File: src/rtl/rf_pkg.sv
package rf_pkg;

   // Control bits derived from fixed instruction positions.
   typedef struct packed {
      logic wr_en;     // destination register written at commit
      logic from_mem;  // write data taken from memory read data
      logic z_en;      // zero flag updated at commit
      logic c_en;      // carry flag updated at commit
   } rf_ctrl_t;

   // top3: instruction bits 15:13, low3: bits 2:0
   function automatic rf_ctrl_t rf_decode_f(input logic [2:0] top3,
                                            input logic [2:0] low3);
      rf_ctrl_t c;
      c.from_mem = top3[2];
      c.z_en     = ~top3[2] & low3[1];
      c.c_en     = ~top3[2] & low3[2];
      if (!top3[2])
         c.wr_en = low3[0];
      else
         c.wr_en = (top3 == 3'b110);
      return c;
   endfunction

endpackage

File: src/rtl/rf_decode.sv
module rf_decode
   import rf_pkg::*;
#(
   parameter int INSTR_W = 16,
   parameter int FIELD_W = 2,
   parameter int DST_LSB = 10,
   parameter int SRC_LSB = 8
) (
   input  logic [INSTR_W-1:0] instr,
   output rf_ctrl_t           ctrl,
   output logic [FIELD_W-1:0] dst_sel,
   output logic [FIELD_W-1:0] src_sel
);

   localparam int TOP = INSTR_W - 1;

   generate
      if (DST_LSB + FIELD_W > TOP - 2 || SRC_LSB + FIELD_W > TOP - 2) begin : g_bad_field
         $error("rf_decode: register fields overlap the class bits");
      end
      if (DST_LSB < 3 || SRC_LSB < 3) begin : g_bad_low
         $error("rf_decode: register fields overlap the enable bits");
      end
   endgenerate

   assign ctrl    = rf_decode_f(instr[TOP -: 3], instr[2:0]);
   assign dst_sel = instr[DST_LSB +: FIELD_W];
   assign src_sel = instr[SRC_LSB +: FIELD_W];

endmodule

File: src/rtl/rf_stage.sv
module rf_stage
   import rf_pkg::*;
#(
   parameter int DATA_W  = 16,
   parameter int FIELD_W = 2
) (
   input  logic               clk,
   input  logic               rst,
   input  logic               beat3,
   input  rf_ctrl_t           ctrl,
   input  logic [FIELD_W-1:0] dst_sel,
   input  logic [DATA_W:0]    alu_sum,
   input  logic [DATA_W-1:0]  mem_rdata,
   output logic               commit,
   output rf_ctrl_t           p_ctrl,
   output logic [FIELD_W-1:0] p_dst,
   output logic [DATA_W-1:0]  p_data,
   output logic               p_carry,
   output logic               p_zero
);

   logic beat3_q;

   assign commit = beat3_q & ~beat3;

   always_ff @(posedge clk) begin
      if (rst) begin
         beat3_q <= 1'b0;
         p_ctrl  <= '0;
         p_dst   <= '0;
         p_data  <= '0;
         p_carry <= 1'b0;
         p_zero  <= 1'b0;
      end else begin
         beat3_q <= beat3;
         if (beat3) begin
            p_ctrl  <= ctrl;
            p_dst   <= dst_sel;
            p_data  <= ctrl.from_mem ? mem_rdata : alu_sum[DATA_W-1:0];
            p_carry <= alu_sum[DATA_W];
            p_zero  <= (alu_sum[DATA_W-1:0] == '0);
         end
      end
   end

   // a commit always follows a cycle with the third beat high
   p_commit_after_beat_r7: assert property (@(posedge clk) disable iff (rst)
      commit |-> $past(beat3));

   // captured data stays put outside the third beat
   p_stage_frozen_r7: assert property (@(posedge clk) disable iff (rst)
      !beat3 |=> $stable(p_data) && $stable(p_ctrl));

endmodule

File: src/rtl/rf_bank.sv
module rf_bank #(
   parameter int DATA_W  = 16,
   parameter int FIELD_W = 2
) (
   input  logic                       clk,
   input  logic                       rst,
   input  logic                       wr,
   input  logic [FIELD_W-1:0]         wr_sel,
   input  logic [DATA_W-1:0]          wr_data,
   input  logic [FIELD_W-1:0]         rd_a_sel,
   input  logic [FIELD_W-1:0]         rd_b_sel,
   output logic [DATA_W-1:0]          rd_a,
   output logic [DATA_W-1:0]          rd_b,
   output logic [(1<<FIELD_W)*DATA_W-1:0] flat
);

   localparam int NREG = 1 << FIELD_W;

   generate
      if (DATA_W < 1 || FIELD_W < 1 || NREG > 64) begin : g_bad_size
         $error("rf_bank: unsupported size");
      end
   endgenerate

   logic [DATA_W-1:0] q [NREG];

   genvar gi;
   generate
      for (gi = 0; gi < NREG; gi++) begin : g_reg
         always_ff @(posedge clk) begin
            if (rst)
               q[gi] <= '0;
            else if (wr && wr_sel == FIELD_W'(gi))
               q[gi] <= wr_data;
         end
         assign flat[gi*DATA_W +: DATA_W] = q[gi];

         // the selected register takes the committed data
         p_write_lands_r2: assert property (@(posedge clk) disable iff (rst)
            wr && wr_sel == FIELD_W'(gi) |=> q[gi] == $past(wr_data));

         // no write strobe, no change
         p_hold_r6: assert property (@(posedge clk) disable iff (rst)
            !wr |=> $stable(q[gi]));
      end
   endgenerate

   assign rd_a = q[rd_a_sel];
   assign rd_b = q[rd_b_sel];

endmodule

File: src/rtl/rf_flags.sv
module rf_flags (
   input  logic clk,
   input  logic rst,
   input  logic commit,
   input  logic z_en,
   input  logic c_en,
   input  logic z_new,
   input  logic c_new,
   output logic zero_flag,
   output logic carry_flag
);

   always_ff @(posedge clk) begin
      if (rst) begin
         zero_flag  <= 1'b0;
         carry_flag <= 1'b0;
      end else if (commit) begin
         if (z_en) zero_flag  <= z_new;
         if (c_en) carry_flag <= c_new;
      end
   end

   p_zero_update_r3: assert property (@(posedge clk) disable iff (rst)
      commit && z_en |=> zero_flag == $past(z_new));

   p_carry_update_r4: assert property (@(posedge clk) disable iff (rst)
      commit && c_en |=> carry_flag == $past(c_new));

   p_zero_hold_r7: assert property (@(posedge clk) disable iff (rst)
      !(commit && z_en) |=> $stable(zero_flag));

   p_carry_hold_r7: assert property (@(posedge clk) disable iff (rst)
      !(commit && c_en) |=> $stable(carry_flag));

endmodule

File: src/rtl/rf_core.sv
module rf_core
   import rf_pkg::*;
#(
   parameter int INSTR_W = 16,
   parameter int DATA_W  = 16,
   parameter int FIELD_W = 2,
   parameter int DST_LSB = 10,
   parameter int SRC_LSB = 8
) (
   input  logic                           clk,
   input  logic                           rst,
   input  logic [INSTR_W-1:0]             instr,
   input  logic [DATA_W:0]                alu_sum,
   input  logic [DATA_W-1:0]              mem_rdata,
   input  logic                           beat3,
   output logic [DATA_W-1:0]              dst_val,
   output logic [DATA_W-1:0]              src_val,
   output logic [(1<<FIELD_W)*DATA_W-1:0] dbg_regs,
   output logic                           carry_flag,
   output logic                           zero_flag
);

   localparam int NREG = 1 << FIELD_W;

   generate
      if (INSTR_W < 8) begin : g_bad_instr
         $error("rf_core: instruction word too narrow");
      end
   endgenerate

   rf_ctrl_t           ctrl, p_ctrl;
   logic [FIELD_W-1:0] dst_sel, src_sel, p_dst;
   logic [DATA_W-1:0]  p_data;
   logic               commit, p_carry, p_zero;

   rf_decode #(
      .INSTR_W (INSTR_W),
      .FIELD_W (FIELD_W),
      .DST_LSB (DST_LSB),
      .SRC_LSB (SRC_LSB)
   ) u_decode (
      .instr   (instr),
      .ctrl    (ctrl),
      .dst_sel (dst_sel),
      .src_sel (src_sel)
   );

   rf_stage #(
      .DATA_W  (DATA_W),
      .FIELD_W (FIELD_W)
   ) u_stage (
      .clk       (clk),
      .rst       (rst),
      .beat3     (beat3),
      .ctrl      (ctrl),
      .dst_sel   (dst_sel),
      .alu_sum   (alu_sum),
      .mem_rdata (mem_rdata),
      .commit    (commit),
      .p_ctrl    (p_ctrl),
      .p_dst     (p_dst),
      .p_data    (p_data),
      .p_carry   (p_carry),
      .p_zero    (p_zero)
   );

   rf_bank #(
      .DATA_W  (DATA_W),
      .FIELD_W (FIELD_W)
   ) u_bank (
      .clk      (clk),
      .rst      (rst),
      .wr       (commit & p_ctrl.wr_en),
      .wr_sel   (p_dst),
      .wr_data  (p_data),
      .rd_a_sel (dst_sel),
      .rd_b_sel (src_sel),
      .rd_a     (dst_val),
      .rd_b     (src_val),
      .flat     (dbg_regs)
   );

   rf_flags u_flags (
      .clk        (clk),
      .rst        (rst),
      .commit     (commit),
      .z_en       (p_ctrl.z_en),
      .c_en       (p_ctrl.c_en),
      .z_new      (p_zero),
      .c_new      (p_carry),
      .zero_flag  (zero_flag),
      .carry_flag (carry_flag)
   );

   // the cycle after reset everything reads zero
   p_reset_clear_r8: assert property (@(posedge clk)
      rst |=> dbg_regs == '0 && !zero_flag && !carry_flag);

   // a class-1 instruction committed leaves flags alone
   p_no_flag_class1_r6: assert property (@(posedge clk) disable iff (rst)
      commit && p_ctrl.from_mem |=> $stable(zero_flag) && $stable(carry_flag));

   logic unused_nreg;
   assign unused_nreg = (NREG == 0);

endmodule

File: config.mk
export PLATFORM = sky130hd
export DESIGN_NAME = rf_core
export DESIGN_NICKNAME = d
export VERILOG_FILES = /design/src/rtl/rf_pkg.sv /design/src/rtl/rf_decode.sv /design/src/rtl/rf_stage.sv /design/src/rtl/rf_bank.sv /design/src/rtl/rf_flags.sv /design/src/rtl/rf_core.sv
export SDC_FILE = /design/constraint.sdc
export NUM_CORES = 1
export LEC_CHECK = 0
export BUFFER_PORTS_ARGS = -buffer_cell sky130_fd_sc_hd__buf_2
export CAP_MARGIN = 20
export CORE_MARGIN = 8
export CORE_UTILIZATION = 47
export CTS_BUF_LIST = sky130_fd_sc_hd__clkbuf_2 sky130_fd_sc_hd__clkbuf_4 sky130_fd_sc_hd__clkbuf_8
export DETAILED_ROUTE_END_ITERATION = 10
export PLACE_DENSITY_LB_ADDON = 0.05
export SLEW_MARGIN = 20
export SYNTH_ARGS = -nofsm -noshare
export SYNTH_HDL_FRONTEND = slang
export SYNTH_SLANG_ARGS = --single-unit
File: constraint.sdc
create_clock -name clk -period 3.2 [get_ports clk]
set_input_delay 0.16 -clock clk [delete_from_list [all_inputs] [get_ports clk]]
set_output_delay 0.16 -clock clk [all_outputs]
set_load 0.05 [all_outputs]
# == Word level (Yosys, flattened, before mapping) ==
# Memory sizes are Yosys's and may differ from the RTL's.
# Cells that the tools add are included.
# classes
addsub,0
n_mul,0
div,0
order_cmp,0
eq_ne,4
shifts,0
mux,20
bitwise_logic,10
n_reduce_logical,8
# ops
cell,n
$mux 16,5
$logic_not 16->1,1
$mux 1,15
$and 1x1->1,4
$eq 2x2->1 const B,2
$logic_and 1x1->1,4
$or 1x1->1,4
$reduce_and 2->1,2
$eq 3x3->1 const B,1
$eq 2x1->1 const B,1
$logic_not 2->1,1
$not 1->1,2
# totals
ff_bits,26
latchBits,0
mem_bits_rw,64
mem_bits_ro,0
input_bits,52
wordCells,53
mem_count,1
# memory_table
name,depth,word_bits,rd,rd_ports_with_merged_regs,write_ports,line_no,source
u_bank.q,4,16,6,0,4,rf_bank.sv:25,logic [DATA_W-1:0] q [NREG];

# == Longest topological paths before layout ==
# logic_depth
word_depth,8
ltp_mapped,5
depth_no_buf,3

# == Cells and area by module ==
# From an unflattened synthesis, not the netlist that was laid out.
# hier_totals
cells_unflattened,329
hier_area_um2,4465.5
# by_module_without_submodules
module,n_inst,cells_per_inst,area_per_inst_um2,seq_area_each_um2
rf_bank,1,204,3244.4,1921.8
rf_stage,1,106,1062.3,500.5
rf_flags,1,8,83.8,40.0
rf_decode,1,10,68.8,0.0
rf_core,1,1,6.3,0.0

# == Least setup slack after synthesis ==
# Ideal clock, no wire load.
# synth_path
kind,register to register
from,reg u_stage.beat3_q
to,mem u_bank.q[1][0] (enable)
setup_ns,0.414
arrival_ns,1.870
required_ns,2.786
setup_slack_ns,0.916
stages_incl_launch_ff,3
path_buffers,0
period_less_slack_ns,2.284
path_cell_list,dfxtp_1 > nand3_2 > o31ai_1
# synth_rtl
element,line_no,source
from (decl),rf_stage.sv:22,logic beat3_q;
from (signal assigned),rf_stage.sv:35,beat3_q <= beat3;
to (decl),rf_bank.sv:25,

==> impl_metrics.yaml <==
clocking:
  cts.sinks: 90
  clk_latency_ps: 340
  cts.clk_slew.worst_paths_ps: 90
  cts_made_buffers: 9
  cts-root-buf: "clkbuf_8"
  htree_levels: 3
  cts_tree: "built"
  cts_buffer_depth: 2
  cts_resized: 0
  post_cts.repair.setup_buffers: 0
  cts_hold_buf: 0
floorplan:
  die_h_um: 113
  ioPinCount: 150
  die_area_um2: 12700
  initial_core_util_pct: 48.0
  core_area_um2: 9150
  die_w_um: 113
  row_count: 35
detailed_routing:
  met3_length_um: 829
  drt_iter0_markers: 128
  drtPass1Iterations: 4
  met2_length_mm: 5.30
  ant_nets: 0
  wl_per_cell_um: 19.7
  viasPerCell: 5.32
  wl_met1_mm: 4.56
  vias: 2920
  dr.max_layer_used: "met4"
  drc: 0
  routed_wl_mm: 10.8
power:
  p_seq_share_pct: 52.7
  p_sw_share_pct: 30.7
  leakage_nw: 2.30
  vdd_drop_max_uv: 232
  cellPowerDensity_nw_per_um2: 475
  intPower_mw: 1.76
  p_clk_share_pct: 27.5
  p_sw_uw: 779
  p_comb_share_pct: 19.7
setup_path:
  path_delay_family: "compound AO/OA/AOI/OAI gates"
  worstPathCellList: "nand3_2 > o31ai_4"
  cp.required_ps: 3160
  startpoint_type: "flip-flop"
  path_class: "flip-flop to flip-flop"
  cpPeakStageDelay_ps: 840
  crit_path_end_kind: "flip-flop"
  cp.arrival_ps: 1890
  crit_slowest_cell: "o31ai_4"
  crit_fanout: 16
  crit_buf_inv: 0
logic_synthesis:
  syn_nets: 351
  yosys.area.top_type: "edfxtp_1"
  yosys_warnings: 0
  synthXorXnorAreaFrac_pct: 0
  synth_seq_cells: 90
  synth_compound_area_share_pct: 4.24
  synth_top_family_by_area: "multiplexers"
  netlist_area_um2: 4400
  yosysUniqueCellTypes: 28
  synth.area.mux_share_pct: 20.9
  synthSimpleGateAreaFrac_pct: 15.9
  synth_top_cells_by_area: "edfxtp_1 (44%), mux4_2 (16%), dfxtp_1 (12%)"
  synth_fa_ha_area_share_pct: 0
  syn_area_per_cell_um2: 14.7
  seq_area_frac_synth_pct: 55.5
  synthCells: 299
  yosys.area.top_type_share_pct: 43.7
timing:
  hold_violations: 0
  finalCriticalPeriod_ps: 1930
  rsz0062_at_grt: "no"
  max_slew_margin_pct: 34.7
  max_slew.worst_pin.slew_ps: 980
  final.setup.worst_slack_ps: 1270
  finalSetupViolations: 0
  fin_skew_ps: 9.57
  drv_slew: 0
  finalCritPeriodShare_pct: 60.4
  fmax_ghz: 0.518
  fin_setup_tns_ps: 0
layout:
  synthToLayoutAreaGrowth_pct: 21.5
  nets: 485
  num_antenna_cells: 0
  drive_above_1_share_pct: 49.3
outcome:
  status: "finished clean"
global_routing:
  antenna_found_initial: 0
  grt_max_degree: 51
  grt-ovfl-total: 0
  grt_pass1_wl_mm: 16.9
  grt_pass1_vias: 3056
  grt_use_total_pct: 17.1
placement:
  portBuffers: 143
  dp_hpwl_mm: 7.76
  gp_congestion: 0.760
  dp_worst_setup_slack_ps: 1220
run:
  maxCapViolations: 0
min_path:
  min-delay-path-class: "input port to flip-flop"
## cell families (layout without fill, tap and decap cells)
family,count (synthesis),count (layout)
compound gates,26,26
buf+inv,24,163
flops,90,90
mux,52,52
simple gates,107,107
## power groups by stage
stage                     clock, mW  combinational, mW  sequential, mW
after floorplan                   0              0.278            1.46
after global placement            0              0.503            1.36
after detailed placement          0              0.507            1.37
after CTS                     0.708              0.508            1.34
after global routing          0.753              0.528            1.35
final                         0.698              0.501            1.34
## metrics by stage
stage	hold slack, ps	cell area (µm²)	power, mW	cells	util, %
final	38.7	5340	2.54	549	58.3
after detailed placement	394	5160	1.87	533	56.4
after global placement	388	5160	1.87	533	56.4
after floorplan	299	4400	1.74	299	-
after CTS	35.0	5340	2.55	549	58.3
after global routing	34.4	5340	2.63	549	58.3
## cell usage in the layout (no fill, tap or decap), drive strengths merged
cell type    n
nand2b       1
clkinv       1
and2        64
nand4        1
o211a        1
a211oi      17
dfxtp       26
inv          3
nor2b        4
o31ai        2
mux2i       20
buf        145
nor4         6
nand2        2
edfxtp      64
nand3        1
o221ai       1
nor3         2
nand3b       3
a21oi        3
clkbuf      12
clkinvlp     2
o21ai        2
nor2        23
mux4        32
## registers in the layout (all words and copies together) (netlist names)
signal / cells
u_stage.p_data: 16
u_flags.carry_flag: 1
u_stage.p_dst: 2
u_stage.p_zero: 1
u_stage.beat3_q: 1
u_stage.p_carry: 1
u_bank.q: 64
u_stage.p_ctrl: 3
u_flags.zero_flag: 1
## worst paths after layout
| check | slack [ps] | start | cells after the start | end |
|---|---|---|---|---|
| max | 1270 | u_stage.beat3_q | 2 | u_bank.q[1][12] |
| min | 40 | instr[2] | 3 | u_stage.p_ctrl[0] |
| max reg2reg | 1270 | u_stage.beat3_q | 2 | u_bank.q[1][12] |
| min reg2reg | 490 | u_stage.p_zero | 2 | u_stage.p_zero |
## per-layer routing
layer,up-vias,track usage (%)
li1,1402,-
met1,1383,21.3
met2,125,29.0
met3,10,4.26
met4,0,5.04
met5,-,0
## synthesized netlist by cell type, drive strengths merged
cell and number:
and2 64, edfxtp 64, mux4 32, dfxtp 26
nor2 23, buf 20, mux2i 20, a211oi 17
nor4 6, nor2b 4, a21oi 3, nand3b 3
clkbuf 2, inv 2, nand2 2, nor3 2
o21ai 2, o31ai 2, nand2b 1, nand3 1
nand4 1, o211a 1, o221ai 1
## tightest hold or removal path: cells and delay by family
kind / cells / cell delay (ps)
AND/OR/NAND/NOR: 1 / 70
buffers and inverters: 1 / 80
AO/OA/AOI/OAI: 1 / 50
## cell type report
cell class	instances	area (µm²)
clock buffer	12	153
tap	111	139
clock inverter	4	26.3
multi-input combinational	185	1840
timing repair buffer	145	731
inverter	2	7.51
sequential	90	2440
fill	765	3810
Note: power is estimated with default switching activity, not from simulation.
